==> config.mk <==
export PLATFORM = sky130hd
export DESIGN_NAME = ul_long_scrambler
export DESIGN_NICKNAME = d
export VERILOG_FILES = /design/src/rtl/ul_long_scrambler.sv
export SDC_FILE = /design/constraint.sdc
export NUM_CORES = 1
export LEC_CHECK = 0
export BUFFER_PORTS_ARGS = -buffer_cell sky130_fd_sc_hd__buf_2
export CORE_ASPECT_RATIO = 1.4
export CORE_MARGIN = 2
export CORE_UTILIZATION = 55
export DETAILED_ROUTE_END_ITERATION = 8
export PLACE_DENSITY = 0.7
export SLEW_MARGIN = 0
export SYNTH_ARGS = -nofsm -noshare
export SYNTH_HDL_FRONTEND = slang
export SYNTH_SLANG_ARGS = --single-unit
==> constraint.sdc <==
create_clock -name clk -period 2 [get_ports clk]
set_clock_uncertainty 0.1 [all_clocks]
set_input_delay 0.1 -clock clk [delete_from_list [all_inputs] [get_ports clk]]
set_output_delay 0.1 -clock clk [all_outputs]
set_load 0.005 [all_outputs]
==> src/rtl/ul_long_scrambler.sv <==
module ul_long_scrambler #(
  parameter int          FRAME_LEN  = 38400,
  parameter int          MSG_OFFSET = 4096,
  parameter logic [24:0] XMASK      = 25'h0040090,
  parameter logic [24:0] YMASK      = 25'h0020050
) (
  input  logic        clk,
  input  logic        rst_n,
  input  logic        load,
  input  logic        msg_mode,
  input  logic [23:0] code_num,
  input  logic        chip_en,
  output logic        chip_i,
  output logic        chip_q,
  output logic        frame_end,
  output logic        busy
);

  localparam int CW = $clog2((FRAME_LEN > MSG_OFFSET) ? FRAME_LEN : MSG_OFFSET);
  localparam logic [CW-1:0] LAST_CHIP = CW'(FRAME_LEN - 1);
  localparam logic [CW-1:0] LAST_SKIP = CW'(MSG_OFFSET - 1);
  localparam logic [CW-1:0] ONE       = CW'(1);

  typedef enum logic [1:0] {ST_IDLE, ST_SKIP, ST_RUN} st_t;

  st_t           st;
  logic [24:0]   xr, yr;
  logic [23:0]   code_q;
  logic          mode_q;
  logic [CW-1:0] cnt;
  logic          c2_hold;

  wire [24:0] x_next  = {xr[3] ^ xr[0], xr[24:1]};
  wire [24:0] y_next  = {yr[3] ^ yr[2] ^ yr[1] ^ yr[0], yr[24:1]};
  wire        running = (st == ST_RUN);
  wire        z1      = xr[0] ^ yr[0];
  wire        c2_live = (^(xr & XMASK)) ^ (^(yr & YMASK));
  wire        wrap    = running && chip_en && (cnt == LAST_CHIP);

  assign busy      = !running;
  assign chip_i    = running & z1;
  assign chip_q    = running & (z1 ^ cnt[0] ^ (cnt[0] ? c2_hold : c2_live));
  assign frame_end = running & (cnt == LAST_CHIP);

  always_ff @(posedge clk) begin
    if (!rst_n) begin
      st      <= ST_IDLE;
      xr      <= '0;
      yr      <= '0;
      code_q  <= '0;
      mode_q  <= 1'b0;
      cnt     <= '0;
      c2_hold <= 1'b0;
    end else if (load) begin
      code_q  <= code_num;
      mode_q  <= msg_mode;
      xr      <= {1'b1, code_num};
      yr      <= '1;
      cnt     <= '0;
      c2_hold <= 1'b0;
      st      <= msg_mode ? ST_SKIP : ST_RUN;
    end else if (wrap) begin
      xr      <= {1'b1, code_q};
      yr      <= '1;
      cnt     <= '0;
      c2_hold <= 1'b0;
      st      <= mode_q ? ST_SKIP : ST_RUN;
    end else if (st == ST_SKIP) begin
      xr <= x_next;
      yr <= y_next;
      if (cnt == LAST_SKIP) begin
        cnt <= '0;
        st  <= ST_RUN;
      end else begin
        cnt <= cnt + ONE;
      end
    end else if (running && chip_en) begin
      xr  <= x_next;
      yr  <= y_next;
      cnt <= cnt + ONE;
      if (!cnt[0]) c2_hold <= c2_live;
    end
  end

  a_r5_load_runs: assert property (@(posedge clk) disable iff (!rst_n)
    load && !msg_mode |=> !busy && (cnt == '0));

  a_r6_load_skips: assert property (@(posedge clk) disable iff (!rst_n)
    load && msg_mode |=> busy);

  a_r6_skip_bound: assert property (@(posedge clk) disable iff (!rst_n)
    (st == ST_SKIP) |-> (cnt <= LAST_SKIP));

  a_r4_hold: assert property (@(posedge clk) disable iff (!rst_n)
    !busy && !chip_en && !load |=> !busy && $stable(chip_i) && $stable(chip_q) && $stable(cnt));

  a_r7_end_valid: assert property (@(posedge clk) disable iff (!rst_n)
    frame_end |-> !busy);

  a_r8_wrap_restart: assert property (@(posedge clk) disable iff (!rst_n)
    frame_end && chip_en && !load |=> (cnt == '0) && !frame_end);

  a_r3_pair_step: assert property (@(posedge clk) disable iff (!rst_n)
    !busy && chip_en && !load && !cnt[0] |=> cnt[0] && !busy);

  a_r9_idle_stays: assert property (@(posedge clk) disable iff (!rst_n)
    (st == ST_IDLE) && !load |=> busy);

endmodule

==> results of run 1 <==
==> path summary, 6_finish.rpt <==
kind / start / end / slack [ns] / depth (start not counted)
setup / recovery: cnt[9] / frame_end / 0.03 / 5
hold reg to reg: code_q[1] / code_q[1] / 0.37 / 2
setup reg to reg: st[0] / yr[17] / 0.10 / 7
hold / removal: load / code_q[21] / 0.04 / 3
==> layout by cell type, fill, tap and decap left out, types with 10 or more instances in the layout <==
| cell | synthesis | routed |
|---|---|---|
| dfxtp_1 | 94 | 89 |
| nand2_1 | 78 | 78 |
| buf_2 | 6 | 32 |
| a21oi_1 | 31 | 30 |
| nand4_1 | 29 | 29 |
| o221a_2 | 26 | 26 |
| dlygate4sd3_1 | 0 | 25 |
| buf_4 | 3 | 24 |
| a21boi_0 | 22 | 22 |
| o221ai_2 | 20 | 20 |
| xnor2_1 | 11 | 10 |
==> cell type report <==
class,count,area [µm²]
clock inverters,6,38.8
clock buffers,9,124
fillers,653,2610
inverters,5,18.8
flip-flops and latches,94,1890
repair buffers,84,651
multi-input cells,310,2240
well taps,100,125
==> worst max-delay path, delay by kind of cell, from the launching register on <==
family / cells / cell delay, ns
AND/OR/NAND/NOR: 3 / 0.76
flip-flops: 1 / 0.35
buffers and inverters: 2 / 0.29
==> flip-flops by register name (all words and copies together) (netlist names) <==
signal   cells
xr          25
st           2
mode_q       1
yr          25
code_q      24
cnt         16
c2_hold      1
==> through the flow <==
step	instance area (µm²)	std cells
floorplan	4350	451
global placement	4620	566
detailed placement	4620	566
CTS	5040	607
global route	5090	608
finish	5090	608
==> cell families (layout without fill, tap and decap cells) <==
| kind of cell | count (synthesis) | after routing | share of synthesized area |
|---|---|---|---|
| compound gates | 133 | 133 | 0.277 |
| xor+xnor | 18 | 18 | 0.0362 |
| fa+ha+maj | 1 | 1 | 0.00287 |
| buf+inv | 47 | 104 | 0.0635 |
| flops | 94 | 94 | 0.432 |
| mux | 2 | 2 | 0.00460 |
| simple gates | 156 | 156 | 0.184 |
==> routing by layer <==
layer | vias up | GRT usage | part of all wire
met4 | 0 | 0.107 | 0.018
met5 | - | 0 | 0
met3 | 14 | 0.0414 | 0.035
li1 | 1803 | - | -
met2 | 66 | 0.396 | 0.51
met1 | 1748 | 0.281 | 0.44
==> what timing repair did <==
| item | CTS | global route |
|---|---|---|
| setup endpoints to repair | 1 | 27 |
| buffers inserted | 1 | 1 |
| gates resized for setup | 1 | 11 |
| hold buffers | 25 | 0 |
| endpoints found under the hold margin | 27 | 0 |
| pin swaps | 1 | 2 |
==> power by group through the flow <==
stage / clock network [µW] / registers (µW) / logic (µW)
6_report: 1110 / 2060 / 480
5_1_grt: 1200 / 2070 / 526
4_1_cts: 1140 / 2050 / 473
3_5_place_dp: 0 / 2100 / 435
3_3_place_gp: 0 / 2090 / 424
2_1_floorplan: 0 / 2080 / 325
==> reports/metrics.yaml, run 1 <==
status:
  status: "finished, final reports clean"
drt:
  drtAntennaViolNets: 0
  via_count: 3631
  wl_per_cell_um: 15.6
  drtPass1Iterations: 4
  wl_um: 9500
  drt-vias-per-instance: 5.97
  dr.first_iter.drc_count: 176
  drc: 0
sta:
  grt_setup_unrepaired: "true"
  worst_pin_slew_ns: 0.437
  hold_violations: 0
  finalWorstSetupSlack_ns: 0.0268
  tns_ns: 0
  max_clock_freq_mhz: 507
  setup_violations: 0
  slew_violations: 0
  hold_ws_ns: 0.0362
  finalCriticalPeriod_ns: 1.97
  finalCritPeriodShare: 0.987
  max_slew_margin: 0.708
synth:
  yosysMostFrequentCell: "dfxtp_1"
  netlist_area_um2: 4350
  syn-num-nets: 481
  synth_cell_types: 56
  synthTopCellsByCount: "94 x dfxtp_1, 78 x nand2_1, 31 x a21oi_1, 29 x nand4_1, 26 x o221a_2"
  synth_top_flop_cell: "dfxtp_1"
  yosys.area.top_type: "dfxtp_1"
  ys_seq_area_frac: 0.432
  synth-seq-cells: 94
  post_synth.cell_area_avg_um2: 9.65
  yosysWarnings: 0
  async_flop_share: 0
  synth-edff-count: 0
  synth_top_cell_area_share: 0.432
  synth_cells: 451
  synthTopCellsByArea: "dfxtp_1 43%, o221ai_2 6.9%, nand2_1 6.7%"
power_and_ir_drop:
  powerDensity_nw_per_um2: 716
  p_seq_frac: 0.564
  ir_drop_uv: 478
  switching_share: 0.268
  intPower_uw: 2670
  leakage_uw: 0.00184
  comb_power_share: 0.132
  p_clk_frac: 0.304
  switchingPower_uw: 978
  total_power_uw: 3640
floorplan:
  start_util: 0.565
  die-area_um2: 8650
  core_um2: 7700
  io_pins: 33
  rows: 38
  die_h_um: 109
  die_w_um: 79.2
cts:
  h-tree-depth: 3
  clk_latency_ns: 0.37
  cts-root-buf: "clkbuf_8"
  cts_tree: "built"
  cts.clk_slew.worst_paths_ns: 0.09
  numClockSinks: 94
  cts_made_buffers: 9
  cts_max_path_buffers: 2
cells_and_area:
  antennaDiodeCount: 0
  areaGrowthSynthToFinish_pct: 16.9
  drive_above_1_share: 0.276
  nets: 534
  fin_util: 0.661
hold_path:
  hold_class: "input pin to register"
global_route:
  grt_util_all_layers: 0.231
  grt_pass1_vias: 3483
  grt_max_degree: 49
  overflow: 0
  grt_pass1_wl_um: 15900
  antenna_found_initial: 0
placed_design:
  portBuffers: 32
  dp_hpwl_um: 6020
  place_ws_ns: 0.100
  gp_congestion: 0.895
worst_setup_path:
  cp_slowest_stage_delay_ns: 0.41
  crit_chain: "or3b_4 -> nor4_4 -> buf_4 -> nor2b_1 -> buf_2"
  path_class: "register to output port"
  slowest_stage: "or3b_4"
  cp-end-kind: "output port"
  worst_ep_required_time_ns: 1.80
  start_kind: "register"
  path_max_fanout: 6
  critPathArrivalTime_ns: 1.77
run:
  maxCapViolCount: 0
Power figures use the tool's default switching activity.
==> run 2: changes to the inputs <==
- clock period: 2 -> 2.1 ns (I/O delays scaled with it)
==> reports/metrics.yaml, run 2 (synthesized netlist as in run 1, its figures left out) <==
global_route:
  antenna_found_initial: 0
  grt_max_degree: 49
  overflow: 0
  grt_util_all_layers: 0.245
  grt_pass1_wl_um: 16900
  grt_pass1_vias: 3686
drt:
  wl_per_cell_um: 16.0
  drt-vias-per-instance: 6.04
  drtAntennaViolNets: 0
  via_count: 3652
  drtPass1Iterations: 4
  dr.first_iter.drc_count: 204
  drc: 0
  wl_um: 9690
floorplan:
  rows: 38
  die-area_um2: 8650
  core_um2: 7700
  die_w_um: 79.2
  io_pins: 33
  start_util: 0.565
  die_h_um: 109
cells_and_area:
  areaGrowthSynthToFinish_pct: 16.0
  multiInputGateArea_um2: 2210
  fill_cells: 696
  final_common_cell: "dfxtp_1"
  nets: 530
  antennaDiodeCount: 0
  largest_registers: "xr x25, yr x25, code_q x24"
  mostFrequentLayoutCells: "94 x dfxtp_1, 78 x nand2_1, 32 x buf_2, 30 x a21oi_1, 29 x nand4_1"
  drive_above_1_share: 0.248
  register_area_um2: 1880
  fin_util: 0.656
sta:
  max_clock_freq_mhz: 504
  setup_violations: 0
  slew_violations: 0
  hold_violations: 0
  finalCriticalPeriod_ns: 1.99
  worst_pin_slew_ns: 0.533
  finalCritPeriodShare: 0.946
  grt_setup_unrepaired: "true"
  max_slew_margin: 0.642
  hold_ws_ns: 0.0416
cts:
  numClockSinks: 94
  cts.clk_slew.worst_paths_ns: 0.09
  cts_made_buffers: 9
  cts-root-buf: "clkbuf_8"
  h-tree-depth: 3
  cts_tree: "built"
  clk_latency_ns: 0.37
  cts_max_path_buffers: 2
hold_path:
  min_delay_path_depth: 3
  hold_class: "input pin to register"
worst_setup_path:
  cp-end-kind: "output port"
  critPathArrivalTime_ns: 1.78
  start_kind: "register"
  path_class: "register to output port"
  slowest_stage: "dfxtp_1"
  crit_chain: "ha_2 -> nand4_1 -> nor4_4 -> buf_4 -> nor2b_1 -> buf_2"
  cp_num_buf_inv: 2
  cp_slowest_stage_delay_ns: 0.36
  crit_cells: 6
  path_max_fanout: 4
  path_delay_family: "simple AND/OR/NAND/NOR gates"
  reg2regPathDepth: 7
  worst_ep_required_time_ns: 1.89
placed_design:
  portBuffers: 32
  gp_congestion: 0.853
  dp_hpwl_um: 6120
power_and_ir_drop:
  leakage_uw: 0.00181
  ir_drop_uv: 491
  powerDensity_nw_per_um2: 691
  intPower_uw: 2550
  p_seq_frac: 0.561
  total_power_uw: 3490
  p_clk_frac: 0.309
  switching_share: 0.270
  comb_power_share: 0.130
  switchingPower_uw: 942
run:
  maxCapViolCount: 0
status:
  status: "finished, final reports clean"
run 2: cell types whose count changed in the layout (fill, tap and decap cells not counted), moves of 2 or more:
| cell | previous run | this run |
|---|---|---|
| buf_4 | 24 | 17 |
| dfxtp_1 | 89 | 94 |
| buf_12 | 3 | 5 |
| clkbuf_1 | 0 | 2 |
| nor4_1 | 1 | 3 |
| dfxtp_2 | 5 | 0 |
| nor4_2 | 2 | 0 |
run 2: repair_timing:
action | CTS | global route
setup endpoints to repair | 1 | 13
endpoints found under the hold margin | 27 | 0
pin swaps | 1 | 0
hold buffers | 26 | 0
buffers inserted | 1 | 0
resized for setup | 0 | 2
run 2: worst reg2reg max path, cell delays in order, from the launching register on:
cell	delay, ns
dfxtp_1	0.36
ha_2	0.23
nand4_1	0.15
nor4_4	0.26
buf_4	0.17
and2_4	0.26
buf_12	0.18
o221ai_2	0.11
run 2: power groups by stage:
| stage | sequential (µW) | clock [µW] | combinational [µW] |
|---|---|---|---|
| final | 1960 | 1080 | 453 |
| after global routing | 1970 | 1180 | 499 |
| after CTS | 1960 | 1100 | 451 |
| after detailed placement | 2000 | 0 | 414 |
| after global placement | 2000 | 0 | 400 |
| after floorplan | 1980 | 0 | 309 |
run 2: path summary, 6_finish.rpt:
check                  from         end  slack (ns)
setup / recovery     cnt[1]   frame_end        0.11
hold reg to reg   code_q[8]   code_q[8]        0.37
setup reg to reg     cnt[1]      xr[21]        0.18
hold / removal         load  code_q[17]        0.04
run 2: area by class of cell:
type,count,area share
timing repair buffer,80,0.128
clock buffer,11,0.0260
multi-input combinational,310,0.438
tap,100,0.0248
clock inverter,5,0.00694
sequential,94,0.373
inverter,5,0.00372
run 2: layer usage:
layer	wire, µm	track usage	up-vias	part of all wire
li1	-	-	1796	-
met1	4260	0.294	1771	0.44
met2	4900	0.419	67	0.51
met3	303	0.0555	18	0.031
met4	227	0.102	0	0.023
met5	0	0	-	0
run 2: metrics by stage:
stage	cell area, µm²	instances	worst slack [ns]	TNS [ns]
4_1_cts	5050	605	0.0579	0
2_1_floorplan	4350	451	0.217	0
3_5_place_dp	4610	562	0.125	0
5_1_grt	5050	605	-0.0228	-0.0228
6_report	5050	605	0.114	0
3_3_place_gp	4610	562	0.161	0
==> run 3: changes to the inputs <==
- GPL_TIMING_DRIVEN: not set -> 0
- SKIP_LAST_GASP: not set -> 1
==> reports/metrics.yaml, run 3 (synthesized netlist as in run 1, its figures left out) <==
status:
  status: "complete, but fails checks"
  violations: "setup timing"
cts:
  cts_tree: "built"
  cts-root-buf: "clkbuf_8"
  clk_latency_ns: 0.36
  h-tree-depth: 3
  cts_made_buffers: 9
  cts_max_path_buffers: 2
  cts.clk_slew.worst_paths_ns: 0.10
  numClockSinks: 94
drt:
  via_count: 3707
  dr.first_iter.drc_count: 233
  drt-met1-wl_um: 4530
  wl_per_cell_um: 16.4
  wl_um: 10300
  drt-vias-per-instance: 5.92
  top_layer: "met4"
  drc: 0
  drtAntennaViolNets: 0
  wl_met2_um: 5220
  drtPass1Iterations: 4
  routed-wl-met3_um: 294
worst_setup_path:
  crit_start: "st[0]"
  path_class: "register to register"
  cp-endpoint: "xr[17]"
  timing.reg2reg.setup_slack_ns: -0.01
  reg2regPathDepth: 6
  r2r_start: "st[0]"
  cp-end-kind: "register"
  r2r-end: "xr[17]"
  path_max_fanout: 10
  worst_ep_required_time_ns: 2.27
  critPathArrivalTime_ns: 2.29
  start_kind: "register"
cells_and_area:
  nets: 551
  areaGrowthSynthToFinish_pct: 18.3
  antennaDiodeCount: 0
  fin_cells: 626
  fill_cells: 650
  drive_above_1_share: 0.260
  mostFrequentLayoutCells: "86 x dfxtp_1, 78 x nand2_1, 37 x buf_2, 31 x a21oi_1, 29 x nand4_1"
  final_common_cell: "dfxtp_1"
  largest_registers: "xr x25, yr x25, code_q x24"
  fin_area_um2: 5150
global_route:
  antenna_found_initial: 0
  overflow: 0
  grt_util_all_layers: 0.252
  grt_pass1_wl_um: 17300
  grt_max_degree: 17
  grt_pass1_vias: 3692
floorplan:
  die_w_um: 79.2
  io_pins: 33
  start_util: 0.565
  die-area_um2: 8650
  rows: 38
  core_um2: 7700
  die_h_um: 109
sta:
  hold_violations: 0
  max_clock_freq_mhz: 474
  slew_violations: 0
  finalWorstSetupSlack_ns: -0.0113
  finalCritPeriodShare: 1.01
  grt_setup_unrepaired: "true"
  worst_pin_slew_ns: 0.744
  setup_violations: 2
  finalCriticalPeriod_ns: 2.11
  max_slew_margin: 0.504
placed_design:
  dp_hpwl_um: 6970
  placed_area_um2: 4640
  gp_congestion: 0.799
  dpl.cell_count: 583
  portBuffers: 32
power_and_ir_drop:
  powerDensity_nw_per_um2: 697
  p_seq_frac: 0.547
  switching_share: 0.271
  ir_drop_uv: 478
  p_clk_frac: 0.328
  intPower_uw: 2620
  switchingPower_uw: 971
  leakage_uw: 0.00185
  comb_power_share: 0.125
hold_path:
  hold_class: "input pin to register"
run:
  maxCapViolCount: 0
## run 3: changes by cell type in the layout (fill, tap and decap cells not counted), sizes merged
cell	change
clkinvlp	+1
clkinv	-2
buf	-1
inv	+1
dlygate4sd3	-1
clkbuf	+23
## run 3: area by class of cell
class,instances,area [µm²],area share
Buffer,42,275,0.0535
Clock buffer,11,151,0.0294
Clock inverter,5,41.3,0.00802
Inverter,5,18.8,0.00365
Multi-Input combinational cell,310,2210,0.430
Sequential cell,94,1890,0.368
Tap cell,100,125,0.0243
Timing Repair Buffer,59,429,0.0834
## run 3: what timing repair did
action                                  in CTS  in global routing
endpoints found under the setup margin      31                 44
endpoints found under the hold margin       26                  0
pin swaps                                    1                  2
hold buffers                                25                  0
buffers inserted                             2                  0
gates resized for setup                     13                 13
## run 3: worst min-delay path by stage
stage,from,end,slack (ns),depth (start not counted)
after floorplan,msg_mode,mode_q,0.15,2
after global placement,code_num[11],code_q[11],0.28,3
after detailed placement,code_num[11],code_q[11],0.28,3
after CTS,load,code_q[1],0.15,4
after global routing,load,code_q[3],0.16,4
final,load,code_q[1],0.15,4
## run 3: per-stage QoR
stage | hold slack (ns) | setup WS [ns] | total power [µW] | TNS (ns) | util
final | 0.149 | -0.0113 | 3590 | -0.0124 | 0.668
after global routing | 0.162 | -0.121 | 3750 | -1.77 | 0.668
after CTS | 0.146 | -0.0234 | 3600 | -0.0237 | 0.666
after detailed placement | 0.282 | -0.0347 | 2410 | -0.423 | 0.602
after global placement | 0.278 | -0.0127 | 2400 | -0.0572 | 0.602
after floorplan | 0.152 | 0.217 | 2290 | 0 | -
## run 3: critical path, stage by stage, from the launching register on
cell and delay, ns:
dfxtp_1 0.44, and3b_1 0.22, buf_6 0.15, nor3_2 0.32
buf_1 0.41, a21boi_0 0.21, o221ai_2 0.18
## run 3: layer usage
metal	vias up	GRT usage
met3	16	0.0596
met4	0	0.0936
met2	59	0.441
met1	1786	0.300
li1	1846	-
met5	-	0
## run 3: power by group through the flow
| stage | Clock (µW) | Sequential (µW) | Combinational (µW) |
|---|---|---|---|
| finish | 1180 | 1960 | 450 |
| CTS | 1190 | 1960 | 449 |
| global placement | 0 | 2000 | 401 |
| floorplan | 0 | 1980 | 309 |
| detailed placement | 0 | 2000 | 411 |
| global route | 1270 | 1980 | 501 |
